### config.mk
export PLATFORM = sky130hd
export DESIGN_NAME = dcd_cycle_fsm
export DESIGN_NICKNAME = d
export VERILOG_FILES = /design/src/rtl/dcd_pkg.sv /design/src/rtl/dcd_cycle_fsm.sv
export SDC_FILE = /design/constraint.sdc
export NUM_CORES = 1
export LEC_CHECK = 0
export CAP_MARGIN = 5
export CORE_AREA = 10 10 47 49
export DETAILED_ROUTE_END_ITERATION = 6
export DIE_AREA = 0 0 57 59
export DONT_BUFFER_PORTS = 1
export PLACE_DENSITY = 0.72
export SLEW_MARGIN = 30
export SYNTH_ARGS = -nofsm -noshare
export SYNTH_HDL_FRONTEND = slang
export SYNTH_SLANG_ARGS = --single-unit
export TNS_END_PERCENT = 10
### constraint.sdc
create_clock -name clk -period 2.18 [get_ports clk]
set_input_delay 0.436 -clock clk [delete_from_list [all_inputs] [get_ports clk]]
set_output_delay 0.436 -clock clk [all_outputs]
set_load 0.02 [all_outputs]
### src/rtl/dcd_pkg.sv
package dcd_pkg;

   typedef enum logic [2:0] {
      CLS_STANDBY  = 3'd0,
      CLS_RAS_ONLY = 3'd1,
      CLS_READ     = 3'd2,
      CLS_WRITE    = 3'd3,
      CLS_CBR      = 3'd4,
      CLS_HIDDEN   = 3'd5
   } cyc_class_e;

   typedef enum logic [2:0] {
      ST_IDLE,
      ST_ROW,
      ST_ACC,
      ST_HOLD,
      ST_HID,
      ST_CBR,
      ST_WAIT
   } ctl_state_e;

endpackage

### src/rtl/dcd_cycle_fsm.sv
module dcd_cycle_fsm
   import dcd_pkg::*;
#(
   parameter int ADDR_W    = 10,
   parameter int ROW_IDX_W = 3,
   parameter int COL_IDX_W = 3
) (
   input  logic                 clk,
   input  logic                 rst_n,
   input  logic                 ras_n,
   input  logic [1:0]           cas_n,
   input  logic                 we_n,
   input  logic [ADDR_W-1:0]    addr,
   output ctl_state_e           st_nxt,
   output logic [ROW_IDX_W-1:0] row_nxt,
   output logic [COL_IDX_W-1:0] col_nxt,
   output logic                 ref_fire,
   output cyc_class_e           cls
);

   ctl_state_e           st_q;
   cyc_class_e           cls_q, cls_d;
   logic [ROW_IDX_W-1:0] row_q, row_fold;
   logic [COL_IDX_W-1:0] col_q, col_fold;
   logic                 cas_any, cas_none;

   assign cas_none = &cas_n;
   assign cas_any  = ~cas_none;

   // fold every address bit into the narrow storage index
   always_comb begin
      row_fold = '0;
      col_fold = '0;
      for (int i = 0; i < ADDR_W; i++) begin
         row_fold[i % ROW_IDX_W] ^= addr[i];
         col_fold[i % COL_IDX_W] ^= addr[i];
      end
   end

   always_comb begin
      st_nxt   = st_q;
      row_nxt  = row_q;
      col_nxt  = col_q;
      ref_fire = 1'b0;
      unique case (st_q)
         ST_IDLE:
            if (!ras_n) begin
               if (cas_any) begin
                  st_nxt   = ST_CBR;
                  ref_fire = 1'b1;
               end else begin
                  st_nxt  = ST_ROW;
                  row_nxt = row_fold;
               end
            end
         ST_ROW:
            if (ras_n)        st_nxt = cas_none ? ST_IDLE : ST_WAIT;
            else if (cas_any) begin
               st_nxt  = ST_ACC;
               col_nxt = col_fold;
            end
         ST_ACC:
            if (ras_n)         st_nxt = cas_none ? ST_IDLE : ST_HOLD;
            else if (cas_none) st_nxt = ST_ROW;
         ST_HOLD:
            if (cas_none)      st_nxt = ras_n ? ST_IDLE : ST_WAIT;
            else if (!ras_n) begin
               st_nxt   = ST_HID;
               ref_fire = 1'b1;
            end
         ST_HID:
            if (cas_none)      st_nxt = ras_n ? ST_IDLE : ST_WAIT;
            else if (ras_n)    st_nxt = ST_HOLD;
         ST_CBR:
            if (ras_n)         st_nxt = cas_none ? ST_IDLE : ST_WAIT;
         ST_WAIT:
            if (ras_n && cas_none) st_nxt = ST_IDLE;
         default:              st_nxt = ST_IDLE;
      endcase
   end

   always_comb begin
      unique case (st_nxt)
         ST_ROW:  cls_d = CLS_RAS_ONLY;
         ST_ACC:  cls_d = we_n ? CLS_READ : CLS_WRITE;
         ST_HOLD: cls_d = cls_q;
         ST_HID:  cls_d = CLS_HIDDEN;
         ST_CBR:  cls_d = CLS_CBR;
         default: cls_d = CLS_STANDBY;
      endcase
   end

   always_ff @(posedge clk or negedge rst_n) begin
      if (!rst_n) begin
         st_q  <= ST_IDLE;
         cls_q <= CLS_STANDBY;
         row_q <= '0;
         col_q <= '0;
      end else begin
         st_q  <= st_nxt;
         cls_q <= cls_d;
         row_q <= row_nxt;
         col_q <= col_nxt;
      end
   end

   assign cls = cls_q;

endmodule

==> summary.md <==
| Metric | Value |
|---|---|
| Cells on worst reg2reg path | 6 |
| Final count of hold timing violations | 0 |
| #FFs+latches synth | 12 |
| Count of buffers from port buffering | 0 |
| Clock tree buffer depth | 2 |
| Most common cell after layout, fill and taps aside | sky130_fd_sc_hd__dfrtp_1 |
| Largest net degree at the start of global routing | 13 |
| Source of the worst hold timing path | we_n |
| First-pass detailed-route iteration total | 4 |
| Worst-margin pin slew | 0.5260 ns |
| WHS Endpoint | cls[0] |
| Run status | completed |
| Vias in the first global route | 533 |
| Switching power share of the total | 0.4524 |
| Arrival time worst endpoint | 1.69 ns |
| Reg2Reg Capture Point | cls[0] |
| Final net count | 94 |
| Syn Inst Count | 69 |
| Min Clock Period, post-route | 2.124 ns |
| Number of max-slew violations in the final report | 0 |
| Unrepaired setup endpoints after global routing | yes |
| Internal Power | 749.7 µW |
| Vertical die dimension | 59 µm |
| Required time of the critical path | 1.74 ns |
| Headroom to the max-slew limit | 0.6482 |
| Cell area after layout | 844.6 µm² |
| Wire per inst | 17.82 µm |
| Last weighted congestion value of the routability-driven placer | 0.7504 |
| Core area | 1401 µm² |
| Max-cap viol count | 0 |
| Category of the most critical setup path | reg -> out |
| Drt initial violations | 12 |
| Global-route wire length before repair | 2490 µm |
| Reported net switching power | 619.4 µW |
| Post-Synthesis Net Count | 85 |
| Most used cells in the layout excluding fill and tap cells | sky130_fd_sc_hd__dfrtp_1 (10), sky130_fd_sc_hd__xnor2_1 (7), sky130_fd_sc_hd__mux2_2 (6), sky130_fd_sc_hd__buf_4 (6), sky130_fd_sc_hd__inv_1 (4) |
| Sequential share of power | 0.322 |
| Top-level I/O count | 29 |
| Initial cell density of the core | 0.5339 |
| Antenna diodes | 0 |
| Number of different library cells in the post-synthesis netlist | 34 |
| Die area | 3363 µm² |
| Highest net fanout along the worst path | 10 |
| Horizontal die dimension | 57 µm |
| Clock buffers created by TritonCTS | 3 |
| Clock share of power | 0.125 |
| Startpoint type of the worst setup path | flop |
| Antenna violations before repair | 0 |
| Via count normalized by instance count | 5.806 |
| Ranking of synthesized cells by area | sky130_fd_sc_hd__dfrtp_1 (40%), sky130_fd_sc_hd__mux2_2 (9.0%), sky130_fd_sc_hd__xnor2_1 (8.2%), sky130_fd_sc_hd__o32a_4 (3.0%), sky130_fd_sc_hd__nor3_1 (2.0%) |
| Worst Hold Class | in -> reg |
| Comb pwr share | 0.553 |
| Cell type with the highest aggregate area in the netlist | sky130_fd_sc_hd__dfrtp_1 |
| Maximum ir drop on the vdd rail | 0.8016 mV |
| Finish-stage setup viols | 0 |
| Power Dens Cells | 1621 nW/µm² |
| Fmax | 470.7 MHz |
| Worst R2R Start | st_q[2] |
| Half-perimeter wire length after detailed placement | 1300 µm |
| Standby leakage power | 0.3693 nW |
| Area post-placement | 778.2 µm² |
| R2R Setup Slk | 0.43 ns |
| Deepest level of the CTS H-tree | 1 |
| Total power consumption of the routed design | 1.369 mW |
| Cell row count | 14 |
| Overall Global Routing Usage | 0.09412 |
| Area fraction of the dominant cell type after synthesis | 0.4013 |
| Hold WS | 0.3362 ns |
| Root buffer cell | sky130_fd_sc_hd__clkbuf_4 |
| Count of cells along the worst hold path | 2 |
| Aggregate routed wire length | 1657 µm |
| DRC errors left | 0 |
| Synth-to-layout area growth | 12.88% |
| Clock slew at reported path FFs | 0.07 ns |
| Worst-case clock skew | 0.002134 ns |
| Mean post-synth cell area | 10.84 µm² |
| Synthesized cell area | 748.2 µm² |
| Routed Antenna Nets | 0 |
| CP Capture Type | primary output |
| Share of the yosys chip area belonging to registers | 0.4013 |
| Total global routing overflow | 0 |
| Final Util | 0.6027 |
| # clock sinks | 12 |
| Clock latency at the later pin of the worst-skew pair | 0.27 ns |
| Fraction of layout cells with a size suffix above 1 | 0.3636 |
| Via count of the routed design | 540 |
| TritonCTS clock tree | done |
| Yosys warns | 0 |
| Share of the clock period used by the worst path after layout | 0.9745 |
==> stage by stage <==
step            TNS, ns  setup slack (ns)  instances
6_report              0           0.05561         93
5_1_grt        -0.07997          -0.02880         93
4_1_cts               0           0.02838         91
3_5_place_dp          0            0.2798         86
3_3_place_gp          0            0.2988         86
2_1_floorplan         0            0.3278         69
==> cell type report <==
cell class | count | area (µm²)
clock buffers | 4 | 36.28
well taps | 16 | 20.02
repair buffers | 7 | 55.05
inverters | 5 | 23.77
fillers | 121 | 556.8
flip-flops and latches | 12 | 302.8
multi-input cells | 49 | 406.6
==> registers in the layout (all words and copies together) (netlist names) <==
signal  cells
col_q       3
cls         3
st_q        3
row_q       3
==> worst max-delay path by stage <==
stage / start / endpoint / slack (ns) / cells after the start
6_report: st_q[0] / col_nxt[0] / 0.06 / 3
5_1_grt: st_q[2] / row_nxt[1] / -0.03 / 5
4_1_cts: st_q[2] / row_nxt[0] / 0.03 / 5
3_5_place_dp: st_q[0] / col_nxt[0] / 0.28 / 3
3_3_place_gp: st_q[2] / row_nxt[0] / 0.30 / 5
2_1_floorplan: st_q[2] / row_nxt[0] / 0.33 / 5
==> timing repair <==
item	in CTS	in global routing
endpoints found under the hold margin	12	0
hold buffers	1	0
resized for setup	2	1
setup endpoints to repair	6	6
setup buffers	0	2
==> cells by family (layout without fill, tap and decap cells) <==
group                     Yosys count  count (layout)  synth area share
AOI/OAI and AO/OA                  17              17            0.2057
and+or+nand+nor                    17              17            0.1371
DFF                                12              12            0.4013
xor gates and xnor gates            8               8           0.09365
buffers and inverters               8              16           0.05851
muxes                               7               7            0.1037
==> cells in the mapped netlist, drive strengths merged <==
cell / instances
dfrtp: 12
xnor2: 7
mux2: 6
inv: 4
buf: 3
nand2: 3
nor2: 3
nor3: 3
or2: 3
a211oi: 2
a21bo: 2
a21boi: 2
a21oi: 2
a21o: 1
a221oi: 1
a22oi: 1
a2bb2oi: 1
and3: 1
clkinv: 1
mux2i: 1
nand2b: 1
nand3: 1
nor4b: 1
o211a: 1
o21bai: 1
o221ai: 1
o22ai: 1
o32a: 1
or3b: 1
xor2: 1
==> power by group through the flow <==
stage / clock (mW) / combinational (mW) / sequential, mW
2_1_floorplan: 0 / 0.651 / 0.385
3_3_place_gp: 0 / 0.708 / 0.437
3_5_place_dp: 0 / 0.722 / 0.445
4_1_cts: 0.177 / 0.730 / 0.446
5_1_grt: 0.187 / 0.813 / 0.451
6_report: 0.171 / 0.757 / 0.441
==> routing by layer <==
layer | wire [µm] | vias to the layer above | GRT usage
li1 | - | 261 | -
met5 | 0 | - | 0
met3 | 133 | 4 | 0.03219
met2 | 872 | 15 | 0.1643
met4 | 38 | 0 | 0.07047
met1 | 614 | 260 | 0.08991
==> critical path: stages (launching register included) <==
cell	delay (ns)
sky130_fd_sc_hd__dfrtp_2	0.46
sky130_fd_sc_hd__a21bo_2	0.26
sky130_fd_sc_hd__or2_2	0.34
sky130_fd_sc_hd__mux2_2	0.36
No activity file was read; power rests on OpenSTA's default activity.
